File: config.mk
export PLATFORM = sky130hd
export DESIGN_NAME = modem_ctl_stat
export DESIGN_NICKNAME = d
export VERILOG_FILES = /design/src/rtl/mdm_pkg.sv /design/src/rtl/mdm_sync.sv /design/src/rtl/mdm_ctl_reg.sv /design/src/rtl/mdm_status.sv /design/src/rtl/modem_ctl_stat.sv
export SDC_FILE = /design/constraint.sdc
export NUM_CORES = 1
export LEC_CHECK = 0
export ABC_AREA = 1
export BUFFER_PORTS_ARGS = -buffer_cell sky130_fd_sc_hd__clkbuf_2
export CAP_MARGIN = 20
export CORE_UTILIZATION = 45
export DETAILED_ROUTE_END_ITERATION = 12
export PLACE_DENSITY = 0.74
export SETUP_SLACK_MARGIN = 0.3
export SYNTH_ARGS = -nofsm -noshare
export SYNTH_HDL_FRONTEND = slang
export SYNTH_HIERARCHICAL = 1
export SYNTH_SLANG_ARGS = --single-unit
File: constraint.sdc
create_clock -name clk -period 1.3 [get_ports clk]
set_input_delay 0.39 -clock clk [delete_from_list [all_inputs] [get_ports clk]]
set_output_delay 0.39 -clock clk [all_outputs]
set_load 0.02 [all_outputs]
File: src/rtl/mdm_pkg.sv
package mdm_pkg;
  localparam int REG_W = 8;
  localparam int CTL_W = 5;
  localparam int NLINE = 4;

  localparam int CTL_DTR  = 0;
  localparam int CTL_RTS  = 1;
  localparam int CTL_OUT1 = 2;
  localparam int CTL_OUT2 = 3;
  localparam int CTL_LOOP = 4;

  localparam logic [CTL_W-1:0] CTL_RST = 5'h08;

  // packed order matches status bits 7..4
  typedef struct packed {
    logic dcd;
    logic ri;
    logic dsr;
    logic cts;
  } mdm_lines_t;

  localparam mdm_lines_t LINES_RST = '{dcd: 1'b1, ri: 1'b0, dsr: 1'b1, cts: 1'b1};

  function automatic mdm_lines_t loop_map(input logic [CTL_W-1:0] c);
    mdm_lines_t m;
    m.dcd = c[CTL_OUT2];
    m.ri  = c[CTL_OUT1];
    m.dsr = c[CTL_DTR];
    m.cts = c[CTL_RTS];
    return m;
  endfunction
endpackage

File: src/rtl/mdm_sync.sv
module mdm_sync #(
  parameter int STAGES = 2,
  parameter int W = 4,
  parameter logic [W-1:0] RST_VAL = '0
) (
  input  logic         clk,
  input  logic         rst,
  input  logic [W-1:0] d,
  output logic [W-1:0] q
);
  logic [W-1:0] stg [STAGES];

  always_ff @(posedge clk) begin
    if (rst) stg[0] <= RST_VAL;
    else     stg[0] <= d;
  end

  for (genvar i = 1; i < STAGES; i++) begin : g_stage
    always_ff @(posedge clk) begin
      if (rst) stg[i] <= RST_VAL;
      else     stg[i] <= stg[i-1];
    end
  end

  assign q = stg[STAGES-1];
endmodule

File: src/rtl/mdm_ctl_reg.sv
module mdm_ctl_reg
  import mdm_pkg::*;
(
  input  logic             clk,
  input  logic             rst,
  input  logic             wr,
  input  logic [CTL_W-1:0] wdata,
  output logic [CTL_W-1:0] ctl
);
  always_ff @(posedge clk) begin
    if (rst)     ctl <= CTL_RST;
    else if (wr) ctl <= wdata;
  end
endmodule

File: src/rtl/mdm_status.sv
module mdm_status
  import mdm_pkg::*;
(
  input  logic             clk,
  input  logic             rst,
  input  mdm_lines_t       lines,
  input  logic             rd,
  output logic [REG_W-1:0] stat,
  output logic             irq
);
  mdm_lines_t       level_r;
  logic [NLINE-1:0] delta_r;
  logic [NLINE-1:0] delta_new;
  logic [NLINE-1:0] delta_nxt;

  always_comb begin
    delta_new[3] = lines.dcd ^ level_r.dcd;
    delta_new[2] = level_r.ri & ~lines.ri;
    delta_new[1] = lines.dsr ^ level_r.dsr;
    delta_new[0] = lines.cts ^ level_r.cts;
    delta_nxt    = (rd ? '0 : delta_r) | delta_new;
  end

  always_ff @(posedge clk) begin
    if (rst) begin
      level_r <= LINES_RST;
      delta_r <= '0;
      irq     <= 1'b0;
    end else begin
      level_r <= lines;
      delta_r <= delta_nxt;
      irq     <= |delta_nxt;
    end
  end

  assign stat = {level_r, delta_r};
endmodule

File: src/rtl/modem_ctl_stat.sv
module modem_ctl_stat
  import mdm_pkg::*;
#(
  parameter int SYNC_STAGES = 2
) (
  input  logic             clk,
  input  logic             rst,
  input  logic             ctl_wr,
  input  logic [CTL_W-1:0] ctl_wdata,
  input  logic             stat_rd,
  input  logic             line_cts,
  input  logic             line_dsr,
  input  logic             line_dcd,
  input  logic             line_ri,
  output logic [REG_W-1:0] ctl_q,
  output logic [REG_W-1:0] stat_q,
  output logic             pin_dtr,
  output logic             pin_rts,
  output logic             pin_out1,
  output logic             pin_out2,
  output logic             msi_req
);
  localparam int PAD_W = REG_W - CTL_W;

  logic [CTL_W-1:0] ctl;
  mdm_lines_t       ext_raw, ext_sync, eff;

  assign ext_raw = '{dcd: line_dcd, ri: line_ri, dsr: line_dsr, cts: line_cts};

  mdm_sync #(.STAGES(SYNC_STAGES), .W(NLINE), .RST_VAL(LINES_RST)) u_sync (
    .clk(clk), .rst(rst), .d(ext_raw), .q(ext_sync)
  );

  mdm_ctl_reg u_ctl (
    .clk(clk), .rst(rst), .wr(ctl_wr), .wdata(ctl_wdata), .ctl(ctl)
  );

  assign eff = ctl[CTL_LOOP] ? loop_map(ctl) : ext_sync;

  mdm_status u_stat (
    .clk(clk), .rst(rst), .lines(eff), .rd(stat_rd), .stat(stat_q), .irq(msi_req)
  );

  assign ctl_q    = {{PAD_W{1'b0}}, ctl};
  assign pin_dtr  = ctl[CTL_DTR];
  assign pin_rts  = ctl[CTL_RTS];
  assign pin_out1 = ctl[CTL_OUT1];
  assign pin_out2 = ctl[CTL_OUT2];
endmodule

; ---- After elaboration in Yosys (flattened, before gate mapping)
; Memories as Yosys holds them, arrays and structs flattened.
; Index checks and enable logic that the tools add are counted.
; W data, S select, Z words.
[word_totals]
register_bits = 14
ramBits = 8
input_bits = 13
output_inout_bits = 21
memories = 1
[memory_table]
columns = memory, depth, width, rd, rd_ports_with_merged_regs, wr, line_no
row1 = u_sync.stg, 2, 4, 2, 0, 2, mdm_sync.sv:11  ; logic [W-1:0] stg [STAGES];
[classes]
muxes = 7
bitwise = 8
n_reduce_logical = 1
[op_table]
columns = operator, count
row1 = $mux W4, 4
row2 = $or A4 B4 Y4, 1
row3 = $reduce_or A4 Y1, 1
row4 = $mux W1, 3
row5 = $xor A1 B1 Y1, 3
row6 = $or A1 B1 Y1, 2
row7 = $and A1 B1 Y1, 1
row8 = $not A1 Y1, 1

; ---- Depth between registers and ports, before layout
; An unclocked memory read counts as a cell.
[logic_depth]
ltp_word = 6
mapped_depth = 8

; ---- Modules after synthesis
; The synthesis kept the hierarchy.
[by_module_without_submodules]
columns = mod, n_inst, cells_each, area_per_inst_um2, seq_area_each_um2
row1 = mdm_status, 1, 48, 354.1, 180.2
row2 = mdm_sync, 1, 25, 224.0, 160.2
row3 = mdm_ctl_reg, 1, 31, 216.5, 100.1
row4 = modem_ctl_stat, 1, 21, 105.1, 0.0

; ---- Worst setup path after synthesis
; No wires, ideal clock.
[synth_path]
kind = flip-flop to flip-flop
from = register u_ctl.ctl[4]
to = register u_stat.irq
arrival_time_ps = 1065
required_time_ps = 1234
path_slack_ps = 169
path_stages_with_launch = 9
path_buffers = 0
period_less_slack_ps = 1131
cell_sequence = dfxtp_1 inv_2 nand2_1 nand2_1 inv_1 nand2_1 o21ai_1 nor2_2 a21oi_2
[synth_lines]
columns = item, line_no
row1 = "start, declared", mdm_ctl_reg.sv:8  ; output logic [CTL_W-1:0] ctl
row2 = "start signal, assigned", mdm_ctl_reg.sv:12  ; else if (wr) ctl <= wdata;
row3 = "end signal, assigned", mdm_status.sv:32  ; irq <= |delta_nxt;
row4 = "end, declared", mdm_status.sv:9  ; output logic irq

; ---- Final worst setup path
[layout_path]
from = register u_ctl.ctl[3]
to = output pin_out2
[layout_lines]
columns = item, line_no
row1 = "end, declared", modem_ctl_stat.sv:20  ; output logic pin_out2,
; No word-level cell between the ends.

==> results.ini <==
[critical_path]
cpMaxStageDelayCell=dfxtp_4
max_stage_delay_ns=0.38
cp.buffers_inverters=1
crit_arrival_ns=0.82
start_kind=flop
crit_type=flop to output pin
required_ns=0.91
crit_fanout=3
crit_path_end_kind=output pin
cp_top_family=flip-flops
cp_cell_sequence=buf_8

[floorplan]
ios=34
dieWidth_um=46.7
start_util=0.499
coreArea_um2=1800
rows=15
die_h_um=46.7
die_area_um2=2180

[route]
routed_wirelength_mm=2.34
drcViolationCount=0
wire_per_inst_um=12.1
via_per_inst=4.61
drtIter0Drc=13
drt_first_pass_iters=5
ant_nets=0
dr_total_vias=895

[timing]
setup_viol=0
finalMaxSlewViolations=0
finalCritPeriodShare=0.928
fmax_mhz=829
grt_setup_unrepaired=true
fin_skew_ns=0.0122
period_minus_slack_ns=1.21
tns_ns=0
hold_violations=0

[finish]
final_core_util=0.821
antenna_cells=0
fillCellCount=112
drive_gt1_frac=0.550
layout_commonest_cell=nand2_1
finalNetCount=183
syn_to_final_growth_pct=64.4
final_cell_mix=29 x nand2_1, 24 x inv_1, 15 x buf_8, 13 x buf_4, 12 x clkbuf_2

[cts]
cts-root-buf=clkbuf_4
clockBufferDepth=2
cts_tree=built
path_clk_slew_ns=0.13
clkLatencyLatePin_ns=0.32
htreeDepth=1
cts.sinks=22
numCtsBuffers=3

[placed_design]
hpwl_mm=1.20
place.gp.congestion=0.760
io_buffer_count=30

[logic_synthesis]
ys_warn_count=6
netlist_instances=125
seq_area_frac_synth=0.490
syn_area_per_cell_um2=7.20
synthTopCellsByArea=dfxtp_1 49%, nand2_1 17%, inv_1 11%
yosys.area.top_type_share=0.490
synth_seq_cells=22
netlist_area_um2=900
ys_types=14
yosys.area.top_type=dfxtp_1

[grt]
grt_pass1_vias=821
grt_usage=0.212
grt_pass1_wl_mm=3.22
grt_max_degree=14
antenna_found_initial=0
gr-total-overflow=0

[pwr]
p_leak_nw=0.819
power_mw=1.65
vdd_ir_drop_max_uv=799
pwr_density_cell_nw_per_um2=1120

[min_path]
worstHoldPathType=input port to flop

[run]
max_cap_violations=0

[outcome]
status=complete, no violations

[final timing paths]
path	start	endpoint	slack [ns]	cells after the start
worst max-delay path	u_ctl/ctl[3]	pin_out2	0.09	1
worst min-delay path	line_dcd	u_sync/stg[0][3]	0.24	3
worst max register to register	u_ctl/ctl[4]	u_stat/irq	0.13	9
worst min register to register	u_sync/stg[0][2]	u_sync/stg[1][2]	0.42	2
[cell usage after synthesis]
cell     count
nand2_1     40
inv_1       27
dfxtp_1     22
nor2_1      11
buf_4        7
nand2_2      4
inv_2        3
nor2_2       3
nand3_1      2
nand3_2      2
a21oi_2      1
buf_6        1
conb_1       1
o21ai_1      1
[cell families after synthesis]
group                  after synthesis  share of synthesized area
other                                1                    0.00417
AO/OA/AOI/OAI                        2                     0.0153
AND/OR/NAND/NOR                     62                      0.295
buffers and inverters               38                      0.196
flip-flops                          22                      0.490
[per-layer routing]
layer	share of wire	track usage	routed length [um]
met1	0.37	0.201	870
met2	0.57	0.425	1340
met3	0.037	0.0314	87
met4	0.018	0.114	41
met5	0	0	0
[stage by stage]
| step | worst slack [ns] | cells | hold WS (ns) | instance area (um2) |
|---|---|---|---|---|
| floorplan | 0.317 | 127 | 0.387 | 916 |
| finish | 0.0938 | 194 | 0.244 | 1480 |
| detailed placement | 0.244 | 174 | 0.396 | 1030 |
| global placement | 0.262 | 174 | 0.391 | 1030 |
| CTS | 0.0659 | 190 | 0.237 | 1340 |
| global route | 0.0647 | 194 | 0.234 | 1480 |
[power by group]
part           switching [mW]  total [mW]  internal [mW]
registers              0.0377       0.759          0.721
clock network           0.220       0.455          0.235
logic                   0.220       0.437          0.218
total                   0.478        1.65           1.17
[cell type report]
class	instances	area, um2	area share
Multi-Input combinational cell	67	359	0.243
Tap cell	25	31.3	0.0212
Timing Repair Buffer	46	450	0.305
Inverter	30	120	0.0812
Clock buffer	4	47.5	0.0321
Sequential cell	22	470	0.318
[registers in the layout, summed over array words and instances (netlist names)]
register,cells
u_stat/delta_r,4
u_sync/stg,8
u_ctl/ctl,5
u_stat/stat,4
u_stat/irq,1
[what timing repair did]
action,4_1_cts,5_1_grt
endpoints found under the setup margin,19,24
pin swaps,6,8
gates resized for setup,48,44
hold buffers,0,0
setup buffers,12,4
(Power assumes the default switching activity.)
